## config.mk

```make
export PLATFORM = sky130hd
export DESIGN_NAME = burst_seq_top
export DESIGN_NICKNAME = d
export VERILOG_FILES = /design/src/rtl/burst_seq_pkg.sv /design/src/rtl/burst_seq_words.sv /design/src/rtl/burst_seq_addr.sv /design/src/rtl/burst_seq_acct.sv /design/src/rtl/burst_seq_top.sv
export SDC_FILE = /design/constraint.sdc
export NUM_CORES = 1
export LEC_CHECK = 0
export BUFFER_PORTS_ARGS = -buffer_cell sky130_fd_sc_hd__buf_2
export CAP_MARGIN = 20
export CORE_AREA = 3 3 83 85
export DETAILED_ROUTE_END_ITERATION = 16
export DIE_AREA = 0 0 86 88
export GPL_TIMING_DRIVEN = 0
export HOLD_SLACK_MARGIN = 0.15
export PLACE_DENSITY = 0.85
export REMOVE_ABC_BUFFERS = 1
export SETUP_SLACK_MARGIN = 0.05
export SYNTH_ARGS = -nofsm -noshare
export SYNTH_HDL_FRONTEND = slang
export SYNTH_SLANG_ARGS = --single-unit
export TNS_END_PERCENT = 100
```

## constraint.sdc

```tcl
create_clock -name clk -period 4.4 [get_ports clk]
set_input_delay 0.22 -clock clk [delete_from_list [all_inputs] [get_ports clk]]
set_output_delay 0.22 -clock clk [all_outputs]
set_load 0.01 [all_outputs]
```

## src/rtl/burst_seq_pkg.sv

```systemverilog
package burst_seq_pkg;

    typedef enum logic [2:0] {
        S_IDLE,
        S_ROWLD,
        S_XFER,
        S_WAIT,
        S_FINISH
    } seq_state_e;

endpackage

```

## src/rtl/burst_seq_words.sv

```systemverilog
module burst_seq_words #(
    parameter int CNT_W = 16,
    parameter int GROUP = 16
) (
    input  logic             clk,
    input  logic             rst_n,
    input  logic             load,
    input  logic [CNT_W-1:0] count,
    input  logic             step,
    output logic             last_word,
    output logic             group_end
);
    localparam int GRP_W = (GROUP > 1) ? $clog2(GROUP) : 1;
    localparam logic [GRP_W-1:0] GRP_LAST = GRP_W'(GROUP - 1);

    logic [CNT_W-1:0] remaining;
    logic [GRP_W-1:0] slot;

    always_ff @(posedge clk) begin
        if (!rst_n) begin
            remaining <= '0;
            slot      <= '0;
        end else if (load) begin
            remaining <= count;
            slot      <= '0;
        end else if (step) begin
            remaining <= remaining - 1'b1;
            slot      <= (slot == GRP_LAST) ? '0 : slot + 1'b1;
        end
    end

    assign last_word = (remaining == CNT_W'(1));
    assign group_end = (slot == GRP_LAST);

endmodule

```

## src/rtl/burst_seq_addr.sv

```systemverilog
module burst_seq_addr #(
    parameter int ADDR_W     = 24,
    parameter int WORD_BYTES = 4
) (
    input  logic              clk,
    input  logic              rst_n,
    input  logic              load,
    input  logic [ADDR_W-1:0] base,
    input  logic              step,
    output logic [ADDR_W-1:0] addr
);
    localparam logic [ADDR_W-1:0] STRIDE = ADDR_W'(WORD_BYTES);

    always_ff @(posedge clk) begin
        if (!rst_n)
            addr <= '0;
        else if (load)
            addr <= base;
        else if (step)
            addr <= addr + STRIDE;
    end

endmodule

```

## src/rtl/burst_seq_acct.sv

```systemverilog
module burst_seq_acct #(
    parameter int TOT_W = 17
) (
    input  logic             clk,
    input  logic             rst_n,
    input  logic             clear,
    input  logic             tick,
    output logic [TOT_W-1:0] total
);
    always_ff @(posedge clk) begin
        if (!rst_n)
            total <= '0;
        else if (clear)
            total <= '0;
        else if (tick)
            total <= total + 1'b1;
    end

endmodule

```

## src/rtl/burst_seq_top.sv

```systemverilog
module burst_seq_top
    import burst_seq_pkg::*;
#(
    parameter int ADDR_W      = 24,
    parameter int CNT_W       = 16,
    parameter int GROUP       = 16,
    parameter int WORD_BYTES  = 4,
    parameter int SINGLE_BASE = 1,
    parameter int SINGLE_WAIT = 6
) (
    input  logic              clk,
    input  logic              rst_n,
    input  logic              start_i,
    input  logic              single_i,
    input  logic [ADDR_W-1:0] addr_i,
    input  logic [CNT_W-1:0]  count_i,
    output logic              busy_o,
    output logic              row_load_o,
    output logic              strobe_o,
    output logic [ADDR_W-1:0] addr_o,
    output logic              done_o,
    output logic [CNT_W:0]    cycles_o
);
    localparam int TOT_W       = CNT_W + 1;
    localparam int SINGLE_COST = SINGLE_BASE + SINGLE_WAIT;
    localparam int WAIT_W      = (SINGLE_COST > 1) ? $clog2(SINGLE_COST) : 1;

    seq_state_e  state, state_nx;
    logic [WAIT_W-1:0] wait_cnt;
    logic accept, last_word, group_end, in_xfer, tick;

    assign accept = start_i && (state == S_IDLE);

    // state register
    always_ff @(posedge clk) begin
        if (!rst_n)
            state <= S_IDLE;
        else
            state <= state_nx;
    end

    // single-access wait counter
    always_ff @(posedge clk) begin
        if (!rst_n)
            wait_cnt <= '0;
        else if (accept)
            wait_cnt <= WAIT_W'(SINGLE_COST - 1);
        else if (state == S_WAIT && wait_cnt != '0)
            wait_cnt <= wait_cnt - 1'b1;
    end

    // next-state logic
    always_comb begin
        state_nx = state;
        unique case (state)
            S_IDLE: begin
                if (accept) begin
                    if (single_i)
                        state_nx = S_WAIT;
                    else if (count_i == '0)
                        state_nx = S_FINISH;
                    else
                        state_nx = S_ROWLD;
                end
            end
            S_ROWLD:  state_nx = S_XFER;
            S_XFER: begin
                if (last_word)
                    state_nx = S_FINISH;
                else if (group_end)
                    state_nx = S_ROWLD;
                else
                    state_nx = S_XFER;
            end
            S_WAIT:   state_nx = (wait_cnt == '0) ? S_FINISH : S_WAIT;
            S_FINISH: state_nx = S_IDLE;
            default:  state_nx = S_IDLE;
        endcase
    end

    // output decode
    always_comb begin
        busy_o     = 1'b1;
        row_load_o = 1'b0;
        strobe_o   = 1'b0;
        done_o     = 1'b0;
        unique case (state)
            S_IDLE:   busy_o     = 1'b0;
            S_ROWLD:  row_load_o = 1'b1;
            S_XFER:   strobe_o   = 1'b1;
            S_WAIT:   strobe_o   = (wait_cnt == '0);
            S_FINISH: done_o     = 1'b1;
            default:  busy_o     = 1'b0;
        endcase
    end

    assign in_xfer = (state == S_XFER);
    assign tick    = (state == S_ROWLD) || (state == S_XFER) || (state == S_WAIT);

    burst_seq_words #(
        .CNT_W (CNT_W),
        .GROUP (GROUP)
    ) u_words (
        .clk       (clk),
        .rst_n     (rst_n),
        .load      (accept),
        .count     (count_i),
        .step      (in_xfer),
        .last_word (last_word),
        .group_end (group_end)
    );

    burst_seq_addr #(
        .ADDR_W     (ADDR_W),
        .WORD_BYTES (WORD_BYTES)
    ) u_addr (
        .clk   (clk),
        .rst_n (rst_n),
        .load  (accept),
        .base  (addr_i),
        .step  (in_xfer),
        .addr  (addr_o)
    );

    burst_seq_acct #(
        .TOT_W (TOT_W)
    ) u_acct (
        .clk   (clk),
        .rst_n (rst_n),
        .clear (accept),
        .tick  (tick),
        .total (cycles_o)
    );

endmodule

```

==> results of run 1 <==
-- through the flow --
step	TNS [ps]	setup slack, ps
2_1_floorplan	0	612.8
3_3_place_gp	-17140	-1335
3_5_place_dp	0	1409
4_1_cts	0	1383
5_1_grt	0	1096
6_report	0	1353
-- state kept, by name (all words and copies together), names as in the netlist --
name / cells
wait_cnt: 3
state: 3
u_words.remaining: 16
u_words.slot: 4
u_addr.addr: 24
u_acct.total: 17
-- Yosys cell counts (2+ instances only) --
| cell type | count |
|---|---|
| a22oi_1 | 4 |
| nor3b_1 | 4 |
| a2bb2oi_1 | 3 |
| nor3_1 | 11 |
| dfxtp_1 | 67 |
| ha_1 | 7 |
| o21a_1 | 2 |
| nand3_1 | 21 |
| a31oi_1 | 15 |
| o31ai_1 | 3 |
| nor4_1 | 10 |
| a21o_1 | 2 |
| o21ai_0 | 31 |
| nor2b_1 | 5 |
| clkbuf_1 | 22 |
| nand2b_1 | 3 |
| o221ai_1 | 2 |
| nor2_1 | 30 |
| a21oi_1 | 36 |
| o31a_1 | 3 |
| nand4_1 | 21 |
| o211ai_1 | 6 |
| nor4b_1 | 3 |
| or4_1 | 12 |
| a221oi_1 | 3 |
| a31o_2 | 2 |
| and2_1 | 3 |
| or3_1 | 13 |
| inv_1 | 13 |
| and4_1 | 7 |
| mux2i_1 | 2 |
| xnor2_1 | 7 |
| nand2_1 | 40 |
| xor2_1 | 10 |
| and3_1 | 6 |
-- cell type report --
class	instances	share of cell area, %
timing repair buffer	98	12.41
sequential	67	30.80
tap	77	2.212
inverter	13	1.120
clock inverter	2	1.379
multi-input combinational	344	48.52
clock buffer	12	3.562
-- metal layers --
metal | vias to the layer above | wire (µm) | track usage (%)
met4 | 0 | 237 | 10.79
met2 | 161 | 4717 | 42.75
met3 | 31 | 690 | 5.927
met5 | - | 0 | 0
li1 | 1864 | - | -
met1 | 1844 | 4010 | 31.17
-- critical path, cell delays in order (launching register included) --
cell     delay [ps]
dfxtp_1         720
or4b_2          860
nand2_1         670
or4_1           660
nand2_1          80
-- path summary, 6_finish.rpt --
path / start / to / slack (ps) / depth (start not counted)
max: state[0] / u_acct.total[13] / 1350 / 4
max reg2reg: state[0] / u_acct.total[13] / 1350 / 4
min reg2reg: u_addr.addr[0] / u_addr.addr[0] / 460 / 2
min: count_i[13] / u_words.remaining[13] / 160 / 3
-- power groups by stage --
stage / clock network, mW / logic, mW / registers, mW
2_1_floorplan: 0 / 0.292 / 0.772
3_3_place_gp: 0 / 0.434 / 0.771
3_5_place_dp: 0 / 0.459 / 0.777
4_1_cts: 0.580 / 0.468 / 0.764
5_1_grt: 0.605 / 0.530 / 0.781
6_report: 0.576 / 0.476 / 0.768
-- cells in the final DEF (no fill, tap or decap), types with 10 or more instances in the layout --
cell type and n:
buf_2 88, a21oi_1 36, nor3_1 11, nor4_1 10, nand3_1 21, xor2_1 10
nor2_1 30, a31oi_1 15, or4_1 12, nand2_1 40, clkbuf_8 11, nand4_1 21
dfxtp_1 67, inv_1 13, o21ai_0 31, or3_1 13
-- cell families after synthesis --
| group | Yosys count |
|---|---|
| AO/OA/AOI/OAI | 122 |
| buffers and inverters | 39 |
| AND/OR/NAND/NOR | 196 |
| multiplexers | 2 |
| adder cells (fa/ha/maj) | 7 |
| flip-flops | 67 |
| XOR/XNOR | 17 |
-- repair_timing --
item                                   in CTS  in global routing
gates resized for setup                     0                  0
endpoints found under the hold margin       6                  0
hold buffers                                6                  0
==> summary by stage, run 1 <==
CTS
The post-CTS clock slew at the launch and capture registers of the worst setup and hold paths is 70 ps. TritonCTS built the clock tree. The H-tree was split into 3 levels. Clock tree synthesis selected as its root buffer the cell clkbuf_8. The source-to-sink clock delay at the later pin of the worst-skew pair is 340 ps. In this run the post-CTS setup repair buffer count came out at 0. Buffers inserted during clock tree synthesis total 9. The clock passes through at most 2 buffers. Clock tree synthesis found a total of 67 sinks.

Global routing
The global-route usage over all layers is 25.41%. The number of global-route vias before repair is 3,560. The initial antenna violation count is 0. The maximum number of pins on one net before global-route repair is 47. The total overflow left after global routing is 0. The first global-routing pass estimated 15.77 mm of wire.

Route
The count of nets left with antenna violations once routing finished came out at 0. The average via count per standard cell is 6.362. The number of DRC markers after the initial detailed-route iteration is 259. The first detailed-routing pass ran for 6 iterations.

The detailed-route DRC error count is 0. Wires add up to 9.656 mm. The detailed-route wire length per cell is 15.75 µm.

The number of vias after detailed routing is 3,900.

Yosys
The largest area contributor in the synthesized netlist is dfxtp_1. During synthesis, Yosys emitted a total of 0 warnings. The largest family of logic cells by synthesized area is simple AND/OR/NAND/NOR gates. Of the total synthesized cell area, the portion taken by XOR and XNOR cells is 4.133%.

The sequential element share of the synthesized area is 37.24%. The compound-gate portion of the synthesized area is 21.08%. The post-synthesis register bit count is 67. The average size of a mapped cell is 8.005 µm². After synthesis the cells add up to 3602 µm². The simple logic cell fraction of the synthesized area is 30.15%. The fraction of registers with async set or reset after synthesis is 0%. Yosys attributes the largest share of cell area to dfxtp_1 (37%), a21oi_1 (5.0%), o21ai_0 (4.3%), nand2_1 (4.2%), nand4_1 (3.6%). The cell count after synthesis came out at 450.

The synthesized netlist devotes 2.431% of its cell area to adder and majority cells. The netlist uses 56 different library cells. The share of the synthesized area in the top cell type is 37.24%. The synthesized design contains 0 enable-type register cells. The most used flip-flop cell after synthesis is dfxtp_1. Of the post-synthesis cell area, the part taken by muxes is 0.5557%.

Cells and area
The final non-filler cell total is 613. The total number of nets in the final design is 584. The share of the core filled with cells in the final layout is 69.38%. The layout-stage area growth over the synthesis result is 20.91%.

The number of inserted diodes is 0. The multi-input combinational cell area is 2113 µm². The share of post-route cells with drive strength above 1 is 21.27%. Registers take 1341 µm². The total of fill cells in the finished design is 489. The finished cells cover 4355 µm².

Floorplan
The starting utilization of the core area is 57.38%. The width of the die is 86 µm. The floorplan core area is 6277 µm². The die covers 7568 µm². The initialized floorplan defines 29 standard-cell rows. From bottom edge to top edge, the die measures 88 µm. In this run the count of I/O pins placed on the die edge is 89.

Timing
The total count of hold-check failures in the final report came to 0. The upper clock frequency limit is 328.2 MHz. The worst max-slew margin expressed relative to the limit is 30.07%. The clock arrives with 11.79 ps of skew. The number of pins exceeding their max-slew limit in the final report came to 0.

Dividing the final minimum period by the clock period gives 69.24%. Setup violations remaining at the end of the flow were counted as 0. The hold slack is 157.9 ps.

Setup repair after global routing left no endpoint under its margin. The actual slew at the worst max-slew pin is 1047 ps. The routed design could run at a clock period as short as 3047 ps.

Run
Max-cap violations in this run came to 0.

Placement
Once placement completed, the tool counted placed cells totaling 593. The congestion estimate from routability-driven global placement came to 0.8352. Detailed placement ended at an HPWL of 6.480 mm.

The total of buffers placed on input and output ports is 88. Summing all placed instances gives a cell area of 4080 µm².

Power
Of the total power, the share spent switching nets is 33.31%. The leakage power total is 1.691 nW. The analysis attributes to net switching a power of 606.3 µW. The clock network power share is 31.7%.

VDD sags by at most 0.3006 mV. The part of the power in registers is 42.2%. The post-route total power is 1.820 mW. The total power divided by cell area is 418.0 nW/µm². The internal power consumption is 1.214 mW. The combinational power share is 26.1%.

Setup path
Along the worst path, the maximum fanout reaches 46. The worst setup path is of the reg2reg kind. The startpoint type of the worst setup path is a register. The data required time of the worst path is 4690 ps. The type of destination of the critical path is a register. The critical path data arrival time is 3330 ps.

Run status
The flow ran to the end, and the final reports show no timing, DRC or antenna violations.

Hold path
In this run the worst hold path is classified as in2reg.
No activity file was read; power rests on OpenSTA's default activity.
==> inputs of run 2 (changes only) <==
- CORE_AREA: 3 3 83 85 -> 3 3 86 88
- DIE_AREA: 0 0 86 88 -> 0 0 89 91
- PLACE_DENSITY: 0.85 -> 0.79
- clock period: 4.4 -> 2.9 ns (I/O delays scaled with it)
==> run 2 against run 1 <==
Against the previous run:
- combinational power up 57%
- register-to-register slack got worse by 1100 ps
- clock skew fell by 1.0 ps
- die area grew 7.0%
- final cell count up 5.5%
- non-clock buffer count increased by 29
- power rose by 58%
- largest cell class unchanged
- largest power group unchanged
- global-route usage shrank 1.1 points
- fmax increased by 15%
- setup slack worse by 1100 ps
- cell area up 7.6%
- via count shrank 0.13%
==> summary by stage, run 2 (same netlist as run 1, synthesis figures left out) <==
Setup path
The type of destination of the critical path was a register (unchanged). The delay of the slowest critical-path stage was 700 ps (was 860 ps). The startpoint type of the worst setup path is a register (unchanged). The master of the slowest instance on the critical path is dfxtp_1 (was or4b_2).

The top fanout value on the critical path is 22 (was 46). The critical path data arrival time is 2930 ps (was 3330 ps). The most numerous cell on the critical path was or4_1 (was nand2_1). The data required time of the worst path is 3180 ps (was 4690 ps). The path type of the worst setup path is reg2reg (unchanged).

The cell class contributing the biggest share of worst-path delay is simple AND/OR/NAND/NOR gates (unchanged). The count of buffering cells on the critical path with inverters included is 0 (unchanged). Ordered list of cells on the worst path: or3b_4 -> or4_1 -> or4_1 -> nand3_1 (was or4b_2 -> nand2_1 -> or4_1 -> nand2_1).

Route
The number of DRC markers after the initial detailed-route iteration is 260 (was 259). The detailed-route DRC error count is 0 (unchanged). The sum of routed wire length over all layers came to 9.948 mm (was 9.656 mm). The number of iterations in the first detailed-routing pass is 5 (was 6). The residual antenna-violating net count after detailed routing was 0 (unchanged). The number of vias after detailed routing came to 3,895 (was 3,900). The average via count per standard cell is 6.020 (was 6.362). The detailed-route wire length per cell is 15.38 µm (was 15.75 µm).

Timing
The worst max-slew margin expressed relative to the limit is 32.20% (was 30.07%). The fraction of the cycle the final worst path needs was 91.37% (was 69.24%). Unrepaired setup endpoints after global routing: no (unchanged). The total count of hold-check failures in the final report is 0 (unchanged). The upper clock frequency limit is 377.4 MHz (was 328.2 MHz). The actual slew at the worst max-slew pin is 1014 ps (was 1047 ps). The final setup skew is 10.78 ps (was 11.79 ps). The shortest clock period the worst path allows after layout is 2650 ps (was 3047 ps).

The final setup violation count is 0 (unchanged). The hold slack is 161.8 ps (was 157.9 ps). The number of pins exceeding their max-slew limit in the final report is 0 (unchanged).

Run status
Run status: completed (unchanged).

CTS
The number of buffers inserted by post-CTS setup repair is 0 (unchanged). The maximum root-to-sink buffer count is 2 (unchanged). The post-CTS clock slew at the launch and capture registers of the worst setup and hold paths is 80 ps (was 70 ps). The root buffer cell is clkbuf_8 (unchanged). The clock tree from TritonCTS is built (unchanged). The H-tree depth came to 3 (unchanged).

The source-to-sink clock delay at the later pin of the worst-skew pair is 340 ps (about the same). The number of buffers inserted during clock tree synthesis came to 9 (unchanged). The number of sinks handled by clock tree synthesis is 67 (unchanged).

Floorplan
The die height is 91 µm (was 88 µm). The number of top-level design ports is 89 (unchanged). The width of the die came to 89 µm (was 86 µm). The floorplan core area came to 6719 µm² (was 6277 µm²). The number of placement rows is 30 (was 29). The starting utilization of the core area is 53.61% (was 57.38%). The die area is 8099 µm² (was 7568 µm²).

Cells and area
The most common library cell in the layout ignoring fill and taps is buf_2 (unchanged). Largest registers: u_addr.addr (24), u_acct.total (17), u_words.remaining (16) (unchanged). The largest register by flop count is u_addr.addr (unchanged). The multi-input combinational cell area was 2120 µm² (was 2113 µm²). The layout-stage area growth over the synthesis result is 30.08% (was 20.91%). Most frequent cells in the layout: buf_2 (89), dfxtp_1 (67), nand2_1 (39) (was buf_2 (88), dfxtp_1 (67), nand2_1 (40)). The number of inserted diodes is 0 (unchanged). The sequential cell area was 1341 µm² (unchanged). The share of the core filled with cells in the final layout is 69.74% (was 69.38%). The number of flip-flops in the largest register came to 24 (unchanged). The total number of nets in the final design is 613 (was 584). The share of post-route cells with drive strength above 1 came to 20.81% (was 21.27%). The total of fill cells in the finished design is 533 (was 489).

Global routing
The global-route wire length before repair came to 15.97 mm (was 15.77 mm). The initial antenna violation count is 0 (unchanged). The maximum number of pins on one net before global-route repair came to 47 (unchanged). The global-route usage over all layers is 24.36% (was 25.41%). The number of global-route vias before repair is 3,443 (was 3,560). The residual overflow from global routing is 0 (unchanged).

Power
The clock network power share was 33.6% (was 31.7%). The internal power consumption was 1.938 mW (was 1.214 mW). The maximum vdd ir drop is 0.3851 mV (was 0.3006 mV).

The part of the power in registers is 40.4% (was 42.2%). The combinational power share is 25.9% (was 26.1%). The switching fraction of total power is 32.81% (was 33.31%). The net load switching power came to 946.3 µW (was 606.3 µW).

The total power divided by cell area is 615.6 nW/µm² (was 418.0 nW/µm²). The leakage power total is 1.831 nW (was 1.691 nW).

Hold path
The path type of the worst min-delay path is in2reg (unchanged).

Placement
The total of buffers placed on input and output ports came to 88 (unchanged). The final estimated routing congestion in global placement is 0.8591 (was 0.8352). The sum of net half-perimeters after detailed placement is 6.495 mm (was 6.480 mm).

Run
The max-cap check violation count is 0 (unchanged).
[run 2: cell types whose count changed in the layout (fill, tap and decap cells not counted), sizes merged]
cell	delta
buf	+1
bufinv	+1
clkbuf	-2
clkdlybuf4s18	-1
clkinv	+3
dlygate4sd3	+29
[run 2: final timing paths]
path,startpoint,to,slack (ps),cells after the start
worst max-delay path,state[1],u_addr.addr[17],250,4
worst min-delay path,count_i[8],state[2],160,4
worst max register to register,state[1],u_addr.addr[17],250,4
worst min register to register,u_addr.addr[1],u_addr.addr[1],460,2
[run 2: worst reg2reg max path: cells and delay by family, from the launching register on]
kind,cells,cell delay (ps)
simple gates,4,1890
flops,1,700
[run 2: power groups by stage]
stage                     Sequential (mW)  Combinational (mW)  Clock [mW]
after global placement               1.17               0.662           0
final                                1.17               0.748       0.970
after CTS                            1.16               0.738       0.986
after detailed placement             1.18               0.696           0
after floorplan                      1.17               0.442           0
after global routing                 1.18               0.828        1.02
[run 2: timing repair]
item,in CTS,in global routing
endpoints found under the hold margin,36,0
resized for setup,1,1
hold buffers,35,0
endpoints found under the setup margin,3,2
[run 2: through the flow]
step	area [µm²]	std cells	power [mW]	worst slack, ps	TNS (ps)
after floorplan	3492	424	1.614	-887.2	-14200
after global placement	4033	592	1.834	-3026	-66740
after detailed placement	4079	596	1.876	-132.0	-329.1
after CTS	4683	647	2.883	275.7	0
after global routing	4686	647	3.033	124.1	0
final	4686	647	2.885	250.4	0
[run 2: layout make-up]
class                           instances  area share [%]
Sequential cell                        67           28.62
Clock buffer                           10           2.937
Timing Repair Buffer                  127           17.62
Inverter                               13           1.041
Multi-Input combinational cell        344           45.23
Clock inverter                          6           2.403
Tap cell                               80           2.136
[run 2: per-layer routing]
| metal | vias up | part of all wire [%] | global-route usage (%) |
|---|---|---|---|
| met4 | 0 | 1.9 | 7.568 |
| met3 | 18 | 4.9 | 5.082 |
| met1 | 1844 | 44 | 30.75 |
| li1 | 1924 | - | - |
| met2 | 109 | 49 | 41.03 |
| met5 | - | 0 | 0 |
